`src/rtl/mrg_pkg.sv`:
```
package mrg_pkg;
   localparam int DLL_RST_BIT = 8;
   localparam int WREC_LSB    = 9;
   localparam int WREC_FLD_W  = 3;
   localparam int WREC_MAX    = 12;
   localparam int WREC_W      = $clog2(WREC_MAX + 1);

   typedef struct packed {
      logic [WREC_W-1:0] cyc;
      logic              legal;
   } wrec_t;

   function automatic wrec_t wrec_decode(input logic [WREC_FLD_W-1:0] code);
      wrec_t r;
      r.legal = 1'b1;
      case (code)
         3'd1:    r.cyc = WREC_W'(5);
         3'd2:    r.cyc = WREC_W'(6);
         3'd3:    r.cyc = WREC_W'(7);
         3'd4:    r.cyc = WREC_W'(8);
         3'd5:    r.cyc = WREC_W'(10);
         3'd6:    r.cyc = WREC_W'(12);
         default: begin
            r.cyc   = WREC_W'(WREC_MAX);
            r.legal = 1'b0;
         end
      endcase
      return r;
   endfunction
endpackage

```
`src/rtl/mr_field_store.sv`:
```
module mr_field_store
   import mrg_pkg::*;
#(
   parameter int MR_W = 16
) (
   input  logic            clk,
   input  logic            rst_n,
   input  logic            we,
   input  logic [MR_W-1:0] wdata,
   output logic [MR_W-1:0] rdata,
   output wrec_t           wrec
);
   localparam logic [MR_W-1:0] KEEP_MASK = ~(MR_W'(1) << DLL_RST_BIT);

   logic [MR_W-1:0] reg_q;

   always_ff @(posedge clk) begin
      if (!rst_n)  reg_q <= '0;
      else if (we) reg_q <= wdata & KEEP_MASK;
   end

   assign rdata = reg_q;
   assign wrec  = wrec_decode(reg_q[WREC_LSB +: WREC_FLD_W]);
endmodule

```
`src/rtl/dll_lock_timer.sv`:
```
module dll_lock_timer #(
   parameter int LOCK_CYC = 512
) (
   input  logic clk,
   input  logic rst_n,
   input  logic start,
   input  logic cke,
   output logic busy
);
   localparam int CW = $clog2(LOCK_CYC);
   localparam logic [CW-1:0] LAST = CW'(LOCK_CYC - 1);

   logic [CW-1:0] cnt_q;
   logic          busy_q;

   always_ff @(posedge clk) begin
      if (!rst_n) begin
         busy_q <= 1'b0;
         cnt_q  <= '0;
      end else if (start) begin
         busy_q <= 1'b1;
         cnt_q  <= '0;
      end else if (busy_q) begin
         if (!cke)               cnt_q  <= '0;
         else if (cnt_q == LAST) busy_q <= 1'b0;
         else                    cnt_q  <= cnt_q + 1'b1;
      end
   end

   assign busy = busy_q;
endmodule

```
`src/rtl/wrec_timer.sv`:
```
module wrec_timer
   import mrg_pkg::*;
#(
   parameter int BURST_CYC = 4
) (
   input  logic              clk,
   input  logic              rst_n,
   input  logic              wr_fire,
   input  logic [WREC_W-1:0] rec_cyc,
   output logic              idle
);
   logic              burst_done;
   logic [WREC_W-1:0] rec_q;

   generate
      if (BURST_CYC > 0) begin : g_burst
         localparam int BW = $clog2(BURST_CYC + 1);
         logic [BW-1:0] burst_q;
         always_ff @(posedge clk) begin
            if (!rst_n)              burst_q <= '0;
            else if (wr_fire)        burst_q <= BW'(BURST_CYC);
            else if (burst_q != '0)  burst_q <= burst_q - 1'b1;
         end
         assign burst_done = (burst_q == '0);
      end else begin : g_no_burst
         assign burst_done = 1'b1;
      end
   endgenerate

   always_ff @(posedge clk) begin
      if (!rst_n)                          rec_q <= '0;
      else if (wr_fire)                    rec_q <= rec_cyc;
      else if (burst_done && rec_q != '0)  rec_q <= rec_q - 1'b1;
   end

   assign idle = burst_done && (rec_q == '0);
endmodule

```
`src/rtl/modereg_timing_guard.sv`:
```
module modereg_timing_guard
   import mrg_pkg::*;
#(
   parameter int MR_W      = 16,
   parameter int LOCK_CYC  = 512,
   parameter int BURST_CYC = 4
) (
   input  logic            clk,
   input  logic            rst_n,
   input  logic            cke,
   input  logic            cfg_we,
   input  logic [MR_W-1:0] cfg_wdata,
   output logic [MR_W-1:0] cfg_rdata,
   input  logic            rd_req,
   input  logic            wr_req,
   input  logic            err_clr,
   output logic            rd_ok,
   output logic            wr_ok,
   output logic            pre_ok,
   output logic            lock_busy,
   output logic            rd_err,
   output logic            cke_viol,
   output logic            wr_illegal
);
   generate
      if (MR_W < WREC_LSB + WREC_FLD_W) begin : g_bad_width
         $error("MR_W too narrow for the recovery field");
      end
      if (LOCK_CYC < 2) begin : g_bad_lock
         $error("LOCK_CYC must be at least 2");
      end
      if (BURST_CYC < 0) begin : g_bad_burst
         $error("BURST_CYC must not be negative");
      end
   endgenerate

   wrec_t wrec;
   logic  dll_start;
   logic  wr_fire;
   logic  wr_idle;
   logic  rd_err_q;
   logic  cke_viol_q;

   assign dll_start = cfg_we && cfg_wdata[DLL_RST_BIT];

   mr_field_store #(.MR_W(MR_W)) u_store (
      .clk   (clk),
      .rst_n (rst_n),
      .we    (cfg_we),
      .wdata (cfg_wdata),
      .rdata (cfg_rdata),
      .wrec  (wrec)
   );

   dll_lock_timer #(.LOCK_CYC(LOCK_CYC)) u_lock (
      .clk   (clk),
      .rst_n (rst_n),
      .start (dll_start),
      .cke   (cke),
      .busy  (lock_busy)
   );

   assign wr_ok   = cke;
   assign wr_fire = wr_req && wr_ok;

   wrec_timer #(.BURST_CYC(BURST_CYC)) u_wrec (
      .clk     (clk),
      .rst_n   (rst_n),
      .wr_fire (wr_fire),
      .rec_cyc (wrec.cyc),
      .idle    (wr_idle)
   );

   always_ff @(posedge clk) begin
      if (!rst_n) begin
         rd_err_q   <= 1'b0;
         cke_viol_q <= 1'b0;
      end else begin
         if (rd_req && lock_busy) rd_err_q <= 1'b1;
         else if (err_clr)        rd_err_q <= 1'b0;
         if (lock_busy && !cke)   cke_viol_q <= 1'b1;
         else if (err_clr)        cke_viol_q <= 1'b0;
      end
   end

   assign rd_ok      = cke && !lock_busy;
   assign pre_ok     = cke && wr_idle;
   assign rd_err     = rd_err_q;
   assign cke_viol   = cke_viol_q;
   assign wr_illegal = !wrec.legal;
endmodule

```
`config.mk`:
```
export PLATFORM = sky130hd
export DESIGN_NAME = modereg_timing_guard
export DESIGN_NICKNAME = d
export VERILOG_FILES = /design/src/rtl/mrg_pkg.sv /design/src/rtl/mr_field_store.sv /design/src/rtl/dll_lock_timer.sv /design/src/rtl/wrec_timer.sv /design/src/rtl/modereg_timing_guard.sv
export SDC_FILE = /design/constraint.sdc
export NUM_CORES = 1
export LEC_CHECK = 0
export ABC_CLOCK_PERIOD_IN_PS = 2230
export BUFFER_PORTS_ARGS = -buffer_cell sky130_fd_sc_hd__buf_2
export CORE_MARGIN = 2
export CORE_UTILIZATION = 50
export CTS_BUF_LIST = sky130_fd_sc_hd__clkbuf_16
export CTS_CLUSTER_DIAMETER = 200
export DETAILED_ROUTE_END_ITERATION = 10
export GPL_ROUTABILITY_DRIVEN = 1
export PLACE_DENSITY = 0.89
export SYNTH_ARGS = -nofsm -noshare
export SYNTH_HDL_FRONTEND = slang
export SYNTH_SLANG_ARGS = --single-unit
```
`constraint.sdc`:
```
create_clock -name clk -period 2.23 [get_ports clk]
set_clock_uncertainty 0.15 [all_clocks]
set_input_delay 0.223 -clock clk [delete_from_list [all_inputs] [get_ports clk]]
set_output_delay 0.223 -clock clk [all_outputs]
set_load 0.03 [all_outputs]
```
Word-level counts from Yosys, hierarchy flattened
Index checks and enable logic that the tools add are counted.
- bitwise operators: 1
- eq/ne operators: 8
- reductions and logical operators: 23
- multiplexer cells: 15
- add/subtract/negate cells: 3
- operators by type and width (operator ; count):
    4-bit one-hot mux with 5 select lines ; 1
    9-bit 2-to-1 mux ; 2
    9-bit by 1-bit adder with 9-bit output, second input constant ; 1
    3-bit == test, second input constant ; 3
    9-bit == test, second input constant ; 1
    1-bit logical AND ; 8
    1-bit 2-to-1 mux ; 8
    4-bit 2-to-1 mux ; 2
    2-bit nonzero test ; 4
    3-bit by 2-bit == test with 1-bit output, second input constant ; 2
    3-bit 2-to-1 mux ; 2
    6-bit OR reduction ; 1
    4-bit logical NOT ; 1
    4-bit nonzero test ; 1
    2-bit OR reduction ; 2
    4-bit by 1-bit subtractor with 4-bit output, second input constant ; 1
    3-bit by 1-bit == test with 1-bit output, second input constant ; 1
    1-bit logical NOT ; 3
    3-bit logical NOT ; 1
    3-bit nonzero test ; 1
    3-bit by 1-bit subtractor with 3-bit output, second input constant ; 1
    2-bit inequality test, second input constant ; 1
    2-bit AND reduction ; 1
    1-bit NOT ; 1
- bits in registers: 34
- word-level logic and storage cells: 58
- output and inout port bits: 23

Logic depth before layout (Yosys ltp)
Gate-level depths: netlist (run 1).
- word-level depth: 5
- mapped depth: 9
- depth with buffers taken out: 8

Cells and area by module
A second synthesis (run 1) with hierarchy kept.
- cell total of the unflattened synthesis: 179
- area total of the unflattened synthesis: 1650.3 um^2
- by module, submodules not included (module ; times used ; area each (um^2) ; cells each):
    mr_field_store ; 1 ; 638.1 ; 59
    dll_lock_timer ; 1 ; 480.5 ; 55
    wrec_timer ; 1 ; 411.6 ; 51
    modereg_timing_guard ; 1 ; 120.1 ; 14

Least setup slack after synthesis (run 1)
OpenSTA, ideal clock, no wires.
- path type: register to output
- from: reg u_wrec.g_burst.burst_q[0]
- to: out pre_ok
- required time: 1857 ps
- arrival: 1693 ps
- path buffers: 1
- cell stages (with the launch flop): 8
- path slack: 164 ps
- path through: dfxtp_1 > inv_1 > ha_1 > ha_1 > buf_2 > nor2b_1 > nand2_1 > nor3_1
- cells in the longest elaborated chain, start to end: 3
- RTL lines (what ; line ; text):
    from (decl) ; wrec_timer.sv:18 ; logic [BW-1:0] burst_q;
    from (signal assigned) ; wrec_timer.sv:21 ; else if (wr_fire) burst_q <= BW'(BURST_CYC);
    from (signal assigned) ; wrec_timer.sv:22 ; else if (burst_q != '0) burst_q <= burst_q - 1'b1;
    3-bit logical NOT ; wrec_timer.sv:24 ; assign burst_done = (burst_q == '0);
    1-bit logical AND ; wrec_timer.sv:36 ; assign idle = burst_done && (rec_q == '0);
    1-bit logical AND ; modereg_timing_guard.sv:87 ; assign pre_ok = cke && wr_idle;
    to (decl) ; modereg_timing_guard.sv:19 ; output logic pre_ok,
Every way passes these cells.

Worst setup path in the final report (run 1)
Ends and elaborated chain as after synthesis.

==> results of run 1 <==
[cells in the mapped netlist]
cell      number  share of area
and2_1         1         0.0041
nor4_4         1          0.014
inv_1         11          0.027
o21bai_1       1         0.0049
clkbuf_1       4         0.0097
a21oi_1        7          0.023
nand3_1        7          0.023
buf_2          3         0.0097
a22oi_1        3          0.015
conb_1         1         0.0024
buf_4          2         0.0097
xnor2_1        7          0.040
nand3b_1       1         0.0049
o211ai_1       1         0.0049
a31oi_1        1         0.0041
or3_1          1         0.0041
a21bo_1        1         0.0065
a21boi_1       1         0.0049
dfxtp_1       34           0.44
o21ai_0        4          0.013
nand2_1       14          0.034
nor3_1         4          0.013
xor2_1         1         0.0057
nand2b_1       2         0.0081
nor2b_1        3          0.012
mux2i_1       16           0.10
a32oi_1        1         0.0057
ha_1           6          0.049
buf_6          1         0.0073
nor2_1        34          0.083
nand4b_1       1         0.0057
nand4_1        2         0.0081
[final cells by class]
class	instances	area (sq um)
clock buffer	5	125
sequential	34	681
multi-input combinational	122	778
fill	247	1100
timing repair buffer	44	223
inverter	11	41.3
tap	33	41.3
clock inverter	3	12.5
[power groups by stage]
stage | sequential [W] | clock (W) | combinational, W
floorplan | 0.000764 | 0 | 0.000350
global placement | 0.000735 | 0 | 0.000468
detailed placement | 0.000736 | 0 | 0.000488
CTS | 0.000727 | 0.000644 | 0.000499
global route | 0.000734 | 0.000670 | 0.000592
finish | 0.000728 | 0.000645 | 0.000535
[per-stage QoR]
step	std cells	worst slack [ns]	area (sq um)	utilization
floorplan	177	0.164	1540	-
global placement	244	0.317	1750	0.582
detailed placement	244	0.265	1750	0.582
CTS	252	0.0226	1880	0.628
global route	252	0.0510	1900	0.633
finish	252	0.173	1900	0.633
[cell families after synthesis]
kind of cell,count (synthesis),share of synthesized area
AO/OA/AOI/OAI,20,0.0812
XOR/XNOR,8,0.0455
adder cells (fa/ha/maj),6,0.0487
buffers and inverters,21,0.0633
flip-flops,34,0.442
multiplexers,16,0.104
other,1,0.00243
AND/OR/NAND/NOR,71,0.213
[final timing paths]
kind	endpoint	slack [ns]	from
worst max-delay path	pre_ok	0.17	u_wrec.g_burst.burst_q[0]
worst min-delay path	u_store.rdata[2]	0.03	cfg_wdata[2]
worst max register to register	u_lock.cnt_q[5]	0.26	u_lock.cnt_q[0]
worst min register to register	cke_viol	0.31	cke_viol
[registers in the layout (all words and copies together) (netlist names)]
register and cells:
cke_viol 1, u_wrec.g_burst.burst_q 3, rd_err 1, u_wrec.rec_q 4, u_lock.cnt_q 9, u_lock.busy 1
u_store.rdata 15
[worst register-to-register path, stage by stage (launching register included)]
cell and delay [ns]:
dfxtp_1 0.37, ha_1 0.23, nand2_1 0.09, nor3_1 0.19, ha_1 0.23, a21bo_1 0.29, nor3_1 0.10, xnor2_1 0.14
nor2_1 0.06
[per-layer routing]
layer / vias to the layer above / wire (um)
met4: 0 / 93
li1: 667 / -
met1: 594 / 1430
met2: 48 / 1670
met5: - / 0
met3: 10 / 224
[what timing repair did]
| action | CTS | global route |
|---|---|---|
| hold buffers | 0 | 0 |
| endpoints found under the setup margin | 0 | 1 |
| resized for setup | 0 | 4 |
==> impl_metrics.yaml, run 1 <==
power_and_ir_drop:
  p_sw_frac: 0.319
  pwr-share-seq: 0.382
  power_density_nw_per_um2: 1000
  p_leak_nw: 0.901
  share_comb_of_total_power: 0.281
  power_frac_clock: 0.338
  p_total_w: 0.00191
  intPower_w: 0.00130
  p_switching_w: 0.000608
  vdd_drop_max_v: 0.000723
worst_setup_path:
  crit_arrival_ns: 1.68
  cp_num_cells: 7
  endpoint_kind: "primary output"
  critPathSlowestCell: "dfxtp_1"
  slowest_delay_ns: 0.32
  required_ns: 1.86
  crit_type: "reg2out"
  path_buf_inv: 2
  cp-start-kind: "register"
  path_delay_family: "adder cells"
  crit_chain: "inv_1 > ha_1 > ha_4 > nor2b_2 > nand2_1 > nor3_1 > clkbuf_4"
  reg2reg_depth: 8
  critPathMaxFanout: 7
finish:
  final_layout_size_suffix_gt1_frac: 0.242
  finalNetCount: 247
  mostFrequentLayoutCell: "buf_2"
  layout_common_cells: "buf_2 (43), nor2_1 (34), dfxtp_1 (34), mux2i_1 (16), nand2_1 (14)"
  diodes: 0
  area_growth_pct: 23.4
logic_synthesis:
  yosys.cell_types.count: 32
  avgSynthCellArea_sq_um: 8.71
  yosysSeqAreaShare: 0.442
  syn_nets: 206
  syn_inst: 177
  yosys_warnings: 0
  synthesis.area_sq_um: 1540
  ys_ff_latch: 34
placement:
  place_congestion: 0.840
  port_buffers: 44
  hpwlAfterDp_um: 2370
floorplanning:
  core_area_sq_um: 3000
  die_h_um: 59.5
  start_util: 0.513
  rows: 20
  fp.dieW_um: 59.5
  io_pins: 46
  die_area_sq_um: 3540
clock_network:
  cts.sinks: 34
  clk_path_buf_depth: 2
  clk_pin_slew_ns: 0.05
  cts-buffers-inserted: 5
  root_buffer: "clkbuf_16"
  cts_setup_buffers: 0
  h-tree-depth: 2
  clock_latency_ns: 0.28
  cts_tree: "done"
global_route:
  grt_pass1_wl_um: 5650
  met3_usage: 0.0742
  grt_max_degree: 21
  gr-usage-met2: 0.370
  gr-usage-met1: 0.237
  gr-usage-all-layers: 0.215
  grt_pass1_vias: 1301
  gr-total-overflow: 0
  antenna_found_initial: 0
  top_usage_layer: "met2"
worst_hold_path:
  hold_depth: 3
  hold_path_class: "in2reg"
sta:
  worst_hold_slack_ns: 0.0312
  period_needed_ns: 2.06
  final-hold-violation-count: 0
  drv_slew: 0
  fmaxAchievable_mhz: 486
  setup_tns_ns: 0
  setup_viol: 0
  rsz0062_at_grt: "no"
  timing.final.crit_share: 0.922
  tightest_slew_ns: 0.587
  slew-limit-headroom: 0.609
run:
  drv_cap: 0
route:
  drt_iter0_markers: 14
  drtAntennaViolNets: 0
  vias: 1319
  vias_per_cell: 5.23
  drc: 0
  firstDrtPassIters: 4
  wl_per_cell_um: 13.5
  wl_um: 3410
status:
  status: "finished, final reports clean"
Note: power is estimated with default switching activity, not from simulation.
==> run 2, diff against run 1 <==
- ABC_CLOCK_PERIOD_IN_PS: 2230 -> 2250
- BUFFER_PORTS_ARGS: -buffer_cell sky130_fd_sc_hd__buf_2 -> -buffer_cell sky130_fd_sc_hd__buf_4
- clock period: 2.23 -> 2.25 ns (I/O delays scaled with it)
==> run 2 against run 1 <==
Total power decreased by 1.5%. Non-clock buffer count stayed put. Clock power decreased by 0.9%. First-iteration DRC count increased by 21%. Hold slack worse by 0.0032 ns. Highest routed layer unchanged.
==> impl_metrics.yaml, run 2 (same netlist as run 1, synthesis figures left out) <==
clock_network:
  clk_path_buf_depth: 2
  cts_tree: "done"
  clk_pin_slew_ns: 0.05
  cts_hold_buf: 0
  cts-buffers-inserted: 5
  root_buffer: "clkbuf_16"
  cts.sinks: 34
  h-tree-depth: 2
  clock_latency_ns: 0.28
finish:
  layout_common_cells: "buf_4 (44), nor2_1 (34), dfxtp_1 (34), mux2i_1 (16), nand2_1 (14)"
  mostFrequentLayoutCell: "buf_4"
  diodes: 0
  finalNetCount: 247
  area_growth_pct: 29.5
  layoutNonFillerInstCount: 252
  largest_reg_flops: 15
  final_layout_size_suffix_gt1_frac: 0.237
global_route:
  grt_max_degree: 21
  gr-usage-all-layers: 0.220
  grt_pass1_wl_um: 5700
  grt_pass1_vias: 1317
  gr-total-overflow: 0
  antenna_found_initial: 0
power_and_ir_drop:
  power_density_nw_per_um2: 942
  p_leak_nw: 0.923
  vdd_drop_max_v: 0.000682
  p_total_w: 0.00188
sta:
  period_needed_ns: 2.17
  layout_setup_ws_ns: 0.0813
  timing.final.crit_share: 0.964
  drv_slew: 0
  final-hold-violation-count: 0
  worst_hold_slack_ns: 0.0280
  slew-limit-headroom: 0.601
  rsz0062_at_grt: "no"
  setup_tns_ns: 0
  tightest_slew_ns: 0.597
  fmaxAchievable_mhz: 461
  setup_viol: 0
floorplanning:
  die_area_sq_um: 3540
  core_area_sq_um: 3000
  die_h_um: 59.5
  io_pins: 46
  start_util: 0.513
  fp.dieW_um: 59.5
  rows: 20
placement:
  place_inst: 244
  hpwlAfterDp_um: 2360
  place_congestion: 0.860
  dpl_worst_slack_ns: 0.255
  port_buffers: 44
worst_setup_path:
  critPathMaxFanout: 7
  cp_num_cells: 7
  critPathSlowestCell: "dfxtp_1"
  required_ns: 1.88
  path_buf_inv: 2
  path_delay_family: "simple AND/OR/NAND/NOR gates"
  endpoint_kind: "primary output"
  cp-start-kind: "register"
  slowest_delay_ns: 0.32
  reg2reg_depth: 8
  crit_arrival_ns: 1.79
  crit_type: "reg2out"
  crit_chain: "inv_1 > ha_1 > ha_2 > nor2b_1 > nand2_1 > nor3_1 > buf_4"
route:
  drc: 0
  wl_um: 3290
  wl_per_cell_um: 13.0
  drtAntennaViolNets: 0
  vias: 1300
  drt_iter0_markers: 17
  firstDrtPassIters: 4
  vias_per_cell: 5.16
status:
  status: "finished, final reports clean"
worst_hold_path:
  hold_depth: 3
  hold_path_class: "in2reg"
run:
  drv_cap: 0
[run 2: cell types whose count changed in the layout (fill, tap and decap cells not counted)]
| cell | previous run | this run |
|---|---|---|
| ha_2 | 0 | 1 |
| buf_4 | 0 | 44 |
| buf_2 | 43 | 0 |
| nor2b_2 | 1 | 0 |
| nor2b_1 | 2 | 3 |
| ha_4 | 1 | 0 |
| clkbuf_4 | 1 | 0 |
[run 2: repair_timing]
item / CTS / global route
setup endpoints to repair: 0 / 1
resized for setup: 0 / 1
buffers inserted: 0 / 0
[run 2: metrics by stage]
step	utilization	instance area, sq um
3_5_place_dp	0.618	1860
4_1_cts	0.664	1990
5_1_grt	0.665	2000
6_report	0.665	2000
2_1_floorplan	-	1540
3_3_place_gp	0.618	1860
[run 2: final timing paths]
path,startpoint,to,slack (ns)
worst min register to register,cke_viol,cke_viol,0.32
worst max register to register,u_lock.cnt_q[0],u_lock.cnt_q[3],0.24
worst min-delay path,cfg_wdata[2],u_store.rdata[2],0.03
worst max-delay path,u_wrec.g_burst.burst_q[0],pre_ok,0.08
[run 2: worst min-delay path, stage by stage]
cell and delay (ns):
buf_4 0.07, mux2i_1 0.05, nor2_1 0.07
[run 2: layer usage]
| layer | GRT usage | vias to the layer above | wire length, um | share of wire |
|---|---|---|---|---|
| li1 | - | 666 | - | - |
| met5 | 0 | - | 0 | 0 |
| met3 | 0.0633 | 7 | 214 | 0.065 |
| met4 | 0.114 | 0 | 82 | 0.025 |
| met2 | 0.352 | 41 | 1500 | 0.46 |
| met1 | 0.267 | 586 | 1490 | 0.45 |
[run 2: layout make-up]
type	count	area [sq um]
Sequential cell	34	681
Multi-Input combinational cell	122	766
Inverter	11	41.3
Timing Repair Buffer	44	330
Clock buffer	5	125
Tap cell	33	41.3
Clock inverter	3	12.5
Fill cell	227	1010
[run 2: report_power, final]
part / switching, W / total (W) / internal [W] / leakage, nW
combinational: 0.000293 / 0.000520 / 0.000228 / 0.572
clock: 0.000240 / 0.000639 / 0.000399 / 0.0724
sequential: 0.0000510 / 0.000721 / 0.000670 / 0.279
